### config.mk
export PLATFORM = sky130hd
export DESIGN_NAME = perf_counter_unit
export DESIGN_NICKNAME = d
export VERILOG_FILES = /design/src/rtl/pcu_pkg.sv /design/src/rtl/pcu_ctl.sv /design/src/rtl/pcu_cnt.sv /design/src/rtl/perf_counter_unit.sv
export SDC_FILE = /design/constraint.sdc
export NUM_CORES = 1
export LEC_CHECK = 0
export BUFFER_PORTS_ARGS = -buffer_cell sky130_fd_sc_hd__buf_2
export CAP_MARGIN = 15
export CORE_ASPECT_RATIO = 1.4
export CORE_MARGIN = 5
export CORE_UTILIZATION = 50
export CTS_CLUSTER_DIAMETER = 150
export DETAILED_ROUTE_END_ITERATION = 8
export GPL_ROUTABILITY_DRIVEN = 1
export PLACE_DENSITY = 0.73
export REMOVE_ABC_BUFFERS = 1
export SKIP_CTS_REPAIR_TIMING = 1
export SYNTH_ARGS = -nofsm -noshare
export SYNTH_HDL_FRONTEND = slang
export SYNTH_HIERARCHICAL = 1
export SYNTH_SLANG_ARGS = --single-unit
export TNS_END_PERCENT = 5
### constraint.sdc
create_clock -name clk_i -period 10.5 [get_ports clk_i]
set_clock_uncertainty 0.2 [all_clocks]
set_input_delay 2.1 -clock clk_i [delete_from_list [all_inputs] [get_ports clk_i]]
set_output_delay 2.1 -clock clk_i [all_outputs]
set_load 0.05 [all_outputs]
### src/rtl/pcu_pkg.sv
package pcu_pkg;
  localparam int XLEN  = 32;
  localparam int EVT_W = 6;

  typedef enum logic [1:0] {
    MODE_KERN = 2'b00,
    MODE_SUP  = 2'b01,
    MODE_USER = 2'b10,
    MODE_RSVD = 2'b11
  } priv_mode_e;

  // packed MSB first: matches control bits 10:0
  typedef struct packed {
    logic [EVT_W-1:0] evt_sel;
    logic             irq_en;
    logic             en_user;
    logic             en_sup;
    logic             en_kern;
    logic             en_exl;
  } ctl_fields_t;

  localparam int CTL_W           = $bits(ctl_fields_t);
  localparam int CFG_PRESENT_BIT = 4;
endpackage

### src/rtl/pcu_ctl.sv
module pcu_ctl
  import pcu_pkg::*;
#(
  parameter int NUM_EVT = 64
) (
  input  logic               clk_i,
  input  logic               rst_ni,
  input  logic               wr_i,
  input  ctl_fields_t        wdata_i,
  input  logic [NUM_EVT-1:0] evt_i,
  input  logic [1:0]         mode_i,
  input  logic               exl_i,
  output ctl_fields_t        ctl_o,
  output logic               cnt_en_o
);
  ctl_fields_t ctl_q;
  logic        mode_ok;

  always_ff @(posedge clk_i or negedge rst_ni) begin
    if (!rst_ni)   ctl_q <= '0;
    else if (wr_i) ctl_q <= wdata_i;
  end

  always_comb begin
    if (exl_i) mode_ok = ctl_q.en_exl;
    else begin
      unique case (priv_mode_e'(mode_i))
        MODE_KERN: mode_ok = ctl_q.en_kern;
        MODE_SUP:  mode_ok = ctl_q.en_sup;
        MODE_USER: mode_ok = ctl_q.en_user;
        default:   mode_ok = 1'b0;
      endcase
    end
  end

  assign cnt_en_o = mode_ok & evt_i[ctl_q.evt_sel];
  assign ctl_o    = ctl_q;

  assert_exl_gate_R4: assert property (@(posedge clk_i) disable iff (!rst_ni)
    (exl_i && !ctl_q.en_exl) |-> !cnt_en_o);
  assert_rsvd_mode_R3: assert property (@(posedge clk_i) disable iff (!rst_ni)
    (!exl_i && mode_i == 2'b11) |-> !cnt_en_o);
endmodule

### src/rtl/pcu_cnt.sv
module pcu_cnt #(
  parameter int W = 32
) (
  input  logic         clk_i,
  input  logic         rst_ni,
  input  logic         wr_i,
  input  logic [W-1:0] wdata_i,
  input  logic         inc_i,
  input  logic         irq_en_i,
  output logic [W-1:0] cnt_o,
  output logic         req_o
);
  logic [W-1:0] cnt_q;

  always_ff @(posedge clk_i or negedge rst_ni) begin
    if (!rst_ni)      cnt_q <= '0;
    else if (wr_i)    cnt_q <= wdata_i;   // write beats increment
    else if (inc_i)   cnt_q <= cnt_q + 1'b1;
  end

  assign cnt_o = cnt_q;
  assign req_o = irq_en_i & cnt_q[W-1];

  assert_step_R5: assert property (@(posedge clk_i) disable iff (!rst_ni)
    (inc_i && !wr_i) |=> cnt_q == $past(cnt_q) + 1'b1);
  assert_hold_R6: assert property (@(posedge clk_i) disable iff (!rst_ni)
    (!inc_i && !wr_i) |=> $stable(cnt_q));
  assert_wr_wins_R8: assert property (@(posedge clk_i) disable iff (!rst_ni)
    wr_i |=> cnt_q == $past(wdata_i));
  assert_wrap_clears_R7: assert property (@(posedge clk_i) disable iff (!rst_ni)
    (inc_i && !wr_i && &cnt_q) |=> !cnt_q[W-1]);
endmodule

### src/rtl/perf_counter_unit.sv
module perf_counter_unit
  import pcu_pkg::*;
#(
  parameter int NUM_CTR = 4,
  parameter int ADDR_W  = 4
) (
  input  logic                clk_i,
  input  logic                rst_ni,
  input  logic                wr_en_i,
  input  logic [ADDR_W-1:0]   wr_addr_i,
  input  logic [XLEN-1:0]     wr_data_i,
  input  logic [ADDR_W-1:0]   rd_addr_i,
  output logic [XLEN-1:0]     rd_data_o,
  input  logic [2**EVT_W-1:0] evt_i,
  input  logic [1:0]          mode_i,
  input  logic                exl_i,
  output logic                irq_o
);
  localparam int NUM_EVT = 2**EVT_W;
  localparam int PAD_W   = XLEN - 1 - CTL_W;
  localparam logic [ADDR_W-1:0] CFG_ADDR = ADDR_W'(8);
  localparam logic [XLEN-1:0]   CFG_WORD = XLEN'(1) << CFG_PRESENT_BIT;

  logic [XLEN-1:0]    ctl_rd [NUM_CTR];
  logic [XLEN-1:0]    cnt_rd [NUM_CTR];
  logic [NUM_CTR-1:0] req;

  for (genvar i = 0; i < NUM_CTR; i++) begin : g_ctr
    localparam logic [ADDR_W-1:0] A_CTL = ADDR_W'(2*i);
    localparam logic [ADDR_W-1:0] A_CNT = ADDR_W'(2*i+1);
    localparam logic MORE = (i < NUM_CTR-1);

    ctl_fields_t ctl;
    logic        cnt_en;
    logic        ctl_wr, cnt_wr;

    assign ctl_wr = wr_en_i && (wr_addr_i == A_CTL);
    assign cnt_wr = wr_en_i && (wr_addr_i == A_CNT);

    pcu_ctl #(.NUM_EVT(NUM_EVT)) u_ctl (
      .clk_i   (clk_i),
      .rst_ni  (rst_ni),
      .wr_i    (ctl_wr),
      .wdata_i (ctl_fields_t'(wr_data_i[CTL_W-1:0])),
      .evt_i   (evt_i),
      .mode_i  (mode_i),
      .exl_i   (exl_i),
      .ctl_o   (ctl),
      .cnt_en_o(cnt_en)
    );

    pcu_cnt #(.W(XLEN)) u_cnt (
      .clk_i   (clk_i),
      .rst_ni  (rst_ni),
      .wr_i    (cnt_wr),
      .wdata_i (wr_data_i),
      .inc_i   (cnt_en),
      .irq_en_i(ctl.irq_en),
      .cnt_o   (cnt_rd[i]),
      .req_o   (req[i])
    );

    assign ctl_rd[i] = {MORE, {PAD_W{1'b0}}, ctl};

    assert_irq_level_R7: assert property (@(posedge clk_i) disable iff (!rst_ni)
      (req[i] && !wr_en_i && !(&cnt_rd[i])) |=> req[i]);
  end

  always_comb begin
    rd_data_o = '0;
    if (rd_addr_i == CFG_ADDR) rd_data_o = CFG_WORD;
    for (int k = 0; k < NUM_CTR; k++) begin
      if (rd_addr_i == ADDR_W'(2*k))   rd_data_o = ctl_rd[k];
      if (rd_addr_i == ADDR_W'(2*k+1)) rd_data_o = cnt_rd[k];
    end
  end

  assign irq_o = |req;

  assert_cfg_word_R1: assert property (@(posedge clk_i) disable iff (!rst_ni)
    (rd_addr_i == CFG_ADDR) |-> rd_data_o == 32'h0000_0010);
  assert_irq_idle_R7: assert property (@(posedge clk_i) disable iff (!rst_ni)
    (req == '0) |-> !irq_o);
endmodule

==> metrics.txt, run 1 <==
total power=2.71 mW; CP Launch Point=rd_addr_i[2]; DP Cell Count=1765; Slew @ Worst Pin=1.27 ns; Max Root-Sink Buffers=2; CTS Buf Count=17; Syn Area/Cell=9.47 um^2; f_max=143 MHz; share of cells above drive strength 1=0.253; largest net degree at the start of global routing=67; ANT nets after route=0; IO Pins=143; CP required=8.20 ns; register area=4300 um^2; Leakage=5.36 nW; Reg clk slew, reported paths=0.07 ns; H-tree depth=4; Mapped Cells=1382; top cell type's share of synthesized area=0.329; CORE AREA=26000 um^2; Fill cells=2384; gpl congestion=1.02; Synth Warn #=6; post-place setup slack=3.61 ns; final hold slack=0.336 ns; post-synthesis sequential area ratio=0.329; Min-Delay Startpoint=g_ctr[1].u_ctl/ctl_o[4]$_DFFE_PN0P_; DP Area=13900 um^2; WS Path Type=in2out; WL/cell=26.5 um; I/O Buffers=142; #FFs+latches synth=172; worst reg2reg path startpoint=g_ctr[3].u_ctl/ctl_o[5]$_DFFE_PN0P_; Finished Core Util=0.555; peak supply drop=0.108 mV; wirelength, routed=47.7 mm; number of library cell types mapped by synthesis=73; DRC Markers=0; antenna violations before repair=0; num rows=70; Antenna Cells=0; Hold Violations, Final=0; Final nets=1574; final period utilization=0.668; first-pass GRT wire length=71.6 mm; main flop type after synthesis=dfrtp_1; worst-path maximum fanout=30; Multi-input gate area=8160 um^2; vias after detailed routing=12.2k; Layout Cells excl Fill=1797; post-route cell area=14400 um^2; die area=29600 um^2; vias in the first global route=11.7k; CTS tree=done; Vias/cell=6.81; DRT Pass-1 Iters=5; synth top area cells=dfrtp_1 33%, mux4_2 13%, o21ai_0 4.3%, nand2_1 4.2%, mux2_2 4.2%; DR iter-0 viols=956; PD cells=188 nW/um^2; Initial Util=0.503; gr usage total=0.318; Final TNS setup=0 ns; CP endpoint kind=primary output; post-synth top area cell=dfrtp_1; Die Span Y=201 um; crit path launch type=input port; post-layout minimum cycle time=7.01 ns; Final Max Slew Viols=0; synthesis-to-layout area growth=10.2%; Clock Sinks=172; RSZ-0062 raised after global routing=no; relative slew slack=0.145; gr ovfl total=0; post-synthesis cell area=13100 um^2; latest clock arrival within the worst-skew pair=0.44 ns; EDFF count, synth=0; CTS root buf=clkbuf_16; Max Cap Viol=0; worst setup margin=3.49 ns; critical path arrival=4.71 ns; Post-synth ARST share=1.00; dpl hpwl=35.8 mm; status=complete, no violations; chip width=147 um; # setup viols final=0; Hold Crit Class=reg2reg
## sequential cells by signal (all words and copies together), names as in the netlist
register and flops:
g_ctr.u_cnt/cnt_o 128, g_ctr.u_ctl/ctl_o 44
## power breakdown
| group | internal, mW | switching [mW] | total [mW] | leakage, nW |
|---|---|---|---|---|
| Combinational | 0.418 | 0.419 | 0.837 | 3.04 |
| Sequential | 0.828 | 0.410 | 1.24 | 2.05 |
| Clock | 0.348 | 0.287 | 0.635 | 0.269 |
| Total | 1.59 | 1.12 | 2.71 | 5.36 |
## layout make-up
class,count,share of cell area
multi-input cells,1072,0.565
clock buffers,21,0.0326
inverters,40,0.0104
clock inverters,11,0.00772
repair buffers,157,0.0575
flip-flops and latches,172,0.298
well taps,324,0.0281
## synth_stat cells, drive strengths merged (9+ instances only)
library cell  count
dfrtp           172
nand2           148
o21ai           126
nor2            106
mux4             77
clkbuf           55
a31oi            53
nand3            53
mux2             49
nor3             46
buf              43
xnor2            43
nand4            41
inv              39
mux2i            34
nor4             29
or4              29
a22oi            25
o31ai            23
or3              17
a21oi            15
nand2b           13
nor2b            13
xor2             13
nor3b            12
and3             10
o22ai            10
nand4b            9
o41ai             9
## path summary, 6_finish.rpt
kind / endpoint / slack [ns] / cells past startpoint
worst min register to register: g_ctr[1].u_ctl/ctl_o[4]$_DFFE_PN0P_ / 0.34 / 1
worst min-delay path: g_ctr[1].u_ctl/ctl_o[4]$_DFFE_PN0P_ / 0.34 / 1
worst max-delay path: rd_data_o[14] / 3.49 / 6
worst max register to register: g_ctr[3].u_cnt/cnt_o[23]$_DFFE_PN0P_ / 6.08 / 9
max in group asynchronous: g_ctr[2].u_ctl/ctl_o[5]$_DFFE_PN0P_ / 7.35 / 2
min in group asynchronous: g_ctr[1].u_cnt/cnt_o[25]$_DFFE_PN0P_ / 1.43 / 1
## layout by cell type (no fill, tap or decap), types with 23 or more instances in the layout
| master | count |
|---|---|
| buf_2 | 141 |
| o31ai_1 | 23 |
| mux2_2 | 49 |
| nand4_1 | 33 |
| inv_1 | 39 |
| or4_1 | 29 |
| nand3_1 | 49 |
| nor4_1 | 25 |
| xnor2_1 | 43 |
| mux2i_1 | 34 |
| o21ai_0 | 113 |
| a31oi_1 | 53 |
| dfrtp_1 | 172 |
| nor3_1 | 43 |
| nand2_1 | 148 |
| mux4_2 | 75 |
| nor2_1 | 101 |
## layer usage
layer	wire, um	vias to the layer above	track usage
met5	0	-	0
met4	3670	0	0.194
met3	3200	167	0.0541
met2	23800	679	0.550
met1	17000	5965	0.365
li1	-	5431	-
## worst max-delay path, cell delays in order
cell	delay, ns
buf_2	0.61
nor2b_4	0.49
and3_1	0.84
a22oi_1	0.15
o21ai_0	0.18
buf_2	0.32
## cell families (layout without fill, tap and decap cells)
group,after synthesis,count (layout),share of synthesized area
adders and majority gates,4,4,0.00382
xor gates and xnor gates,56,56,0.0375
AOI/OAI and AO/OA,299,299,0.153
muxes,160,160,0.201
buffers and inverters,138,229,0.0506
and+or+nand+nor,553,553,0.226
DFF,172,172,0.329
Note: power is estimated with default switching activity, not from simulation.
==> run 2: changes to the inputs <==
- clock period: 10.5 -> 7.25 ns (I/O delays scaled with it)
==> metrics.txt, run 2 (synthesis results as in run 1) <==
ANT nets after route=0 (unchanged); status=complete, no violations; Initial Util=0.503 (unchanged); CTS tree=done; worst setup path endpoint=rd_data_o[11]; Finished Core Util=0.555 (about the same); total power=3.90 mW (+44%); synthesis-to-layout area growth=10.2% (about the same); post-route cell area=14400 um^2 (about the same); Crit path largest cell delay=0.79 ns (-0.05 ns); DR iter-0 viols=1154 (+21%); CP endpoint kind=primary output; Vias/cell=6.78 (-0.41%); IO Pins=143 (unchanged); post-place setup slack=1.73 ns (-1.88 ns); CTS root buf=clkbuf_16; DRC Markers=0 (unchanged); post-layout minimum cycle time=5.57 ns; CP required=5.60 ns (-2.60 ns); Final Max Slew Viols=0 (unchanged); die area=29600 um^2 (unchanged); Reg2Reg Capture Point=g_ctr[2].u_cnt/cnt_o[24]$_DFFE_PN0P_; wirelength, routed=46.9 mm (-1.6%); final period utilization=0.768; CP Launch Point=rd_addr_i[2]; worst-path maximum fanout=30 (unchanged); Hold Violations, Final=0 (unchanged); dpl hpwl=35.9 mm (+0.32%); DP Area=13800 um^2 (about the same); largest net degree at the start of global routing=64 (-4.5%); CP max-delay cell=and3_1; Max Cap Viol=0 (unchanged); commonest non-fill, non-tap cell in the layout=dfrtp_1; critical path arrival=3.92 ns (-0.79 ns); share of cells above drive strength 1=0.253 (about the same); crit path cell chain=buf_2 > nor2b_4 > and3_1 > a22oi_1 > o21ai_0 > buf_2; Final nets=1573 (-0.064%); Final TNS setup=0 ns (unchanged); Leakage=5.36 nW (about the same); relative slew slack=0.166 (+0.0214); first-pass GRT wire length=70.8 mm (-1.2%); WS Path Type=in2out; # setup viols final=0 (unchanged); Slew @ Worst Pin=1.24 ns (-0.0307 ns); crit path launch type=input port; Hold Crit Class=reg2reg; PD cells=270 nW/um^2 (+44%); max reg flops=128 (unchanged); Clock Sinks=172 (unchanged); worst setup margin=1.68 ns (-1.81 ns); WL/cell=26.1 um (-1.7%); CORE AREA=26000 um^2 (unchanged); CTS Buf Count=17 (unchanged); Reg clk slew, reported paths=0.07 ns (about the same); R2R cell count=8 (-1); gpl congestion=1.03 (+1.5%); vias after detailed routing=12.2k (-0.36%); Max Root-Sink Buffers=2 (unchanged); RSZ-0062 raised after global routing=no; most frequent cells in the layout=172 x dfrtp_1, 148 x nand2_1, 141 x buf_2; most used cell, CP=buf_2; f_max=180 MHz; peak supply drop=0.161 mV (+49%); num rows=70 (unchanged); chip width=147 um (unchanged); I/O Buffers=142 (unchanged); vias in the first global route=11.9k (+1.5%); Worst R2R Setup Slack=2.65 ns (-3.43 ns); worst reg2reg path startpoint=g_ctr[2].u_ctl/ctl_o[6]$_DFFE_PN0P_; Die Span Y=201 um (unchanged); gr usage total=0.312 (-0.00554); DRT Pass-1 Iters=5 (unchanged); H-tree depth=4 (unchanged); antenna violations before repair=1 (+1); latest clock arrival within the worst-skew pair=0.44 ns (about the same); gr ovfl total=0 (unchanged)
run 2: changes by cell type in the layout (fill, tap and decap cells not counted), moves of 2 or more:
| cell | delta |
|---|---|
| clkbuf_8 | -3 |
| diode_2 | +2 |
| inv_6 | +4 |
| inv_8 | +2 |
run 2: where the power goes:
group / switching [mW] / internal (mW)
Clock: 0.434 / 0.485
Sequential: 0.581 / 1.20
Combinational: 0.599 / 0.603
Total: 1.61 / 2.29
run 2: critical path, delay by kind of cell:
family / cells / cell delay, ns
buffers and inverters: 2 / 0.90
AO/OA/AOI/OAI: 2 / 0.31
AND/OR/NAND/NOR: 2 / 1.25
run 2: layer usage:
| layer | vias to the layer above | part of all wire | global-route usage | routed length, um |
|---|---|---|---|---|
| li1 | 5419 | - | - | - |
| met1 | 5903 | 0.35 | 0.349 | 16400 |
| met2 | 674 | 0.48 | 0.525 | 22600 |
| met3 | 202 | 0.077 | 0.0617 | 3620 |
| met4 | 0 | 0.090 | 0.231 | 4220 |
| met5 | - | 0 | 0 | 0 |
run 2: final cells by class:
| class | instances | area [um^2] |
|---|---|---|
| Antenna cell | 2 | 5.00 |
| Inverter | 40 | 150 |
| Timing Repair Buffer | 156 | 822 |
| Multi-Input combinational cell | 1072 | 8160 |
| Tap cell | 324 | 405 |
| Sequential cell | 172 | 4300 |
| Clock buffer | 17 | 425 |
| Fill cell | 2343 | 11600 |
| Clock inverter | 15 | 153 |
run 2: how the worst min path moves through the flow:
stage,start,endpoint,slack [ns],depth (start not counted)
6_report,g_ctr[3].u_ctl/ctl_o[4]$_DFFE_PN0P_,g_ctr[3].u_ctl/ctl_o[4]$_DFFE_PN0P_,0.34,1
5_1_grt,g_ctr[3].u_ctl/ctl_o[4]$_DFFE_PN0P_,g_ctr[3].u_ctl/ctl_o[4]$_DFFE_PN0P_,0.36,1
3_3_place_gp,g_ctr[0].u_ctl/ctl_o[1]$_DFFE_PN0P_,g_ctr[0].u_ctl/ctl_o[1]$_DFFE_PN0P_,0.32,1
3_5_place_dp,g_ctr[0].u_ctl/ctl_o[0]$_DFFE_PN0P_,g_ctr[0].u_ctl/ctl_o[0]$_DFFE_PN0P_,0.33,1
2_1_floorplan,g_ctr[1].u_ctl/ctl_o[3]$_DFFE_PN0P_,g_ctr[1].u_ctl/ctl_o[3]$_DFFE_PN0P_,0.29,1
4_1_cts,g_ctr[3].u_ctl/ctl_o[4]$_DFFE_PN0P_,g_ctr[3].u_ctl/ctl_o[4]$_DFFE_PN0P_,0.35,1
run 2: metrics by stage:
step / hold slack [ns] / std cells
6_report: 0.341 / 1798
2_1_floorplan: 0.290 / 1284
3_3_place_gp: 0.320 / 1764
5_1_grt: 0.359 / 1797
4_1_cts: 0.348 / 1796
3_5_place_dp: 0.331 / 1764
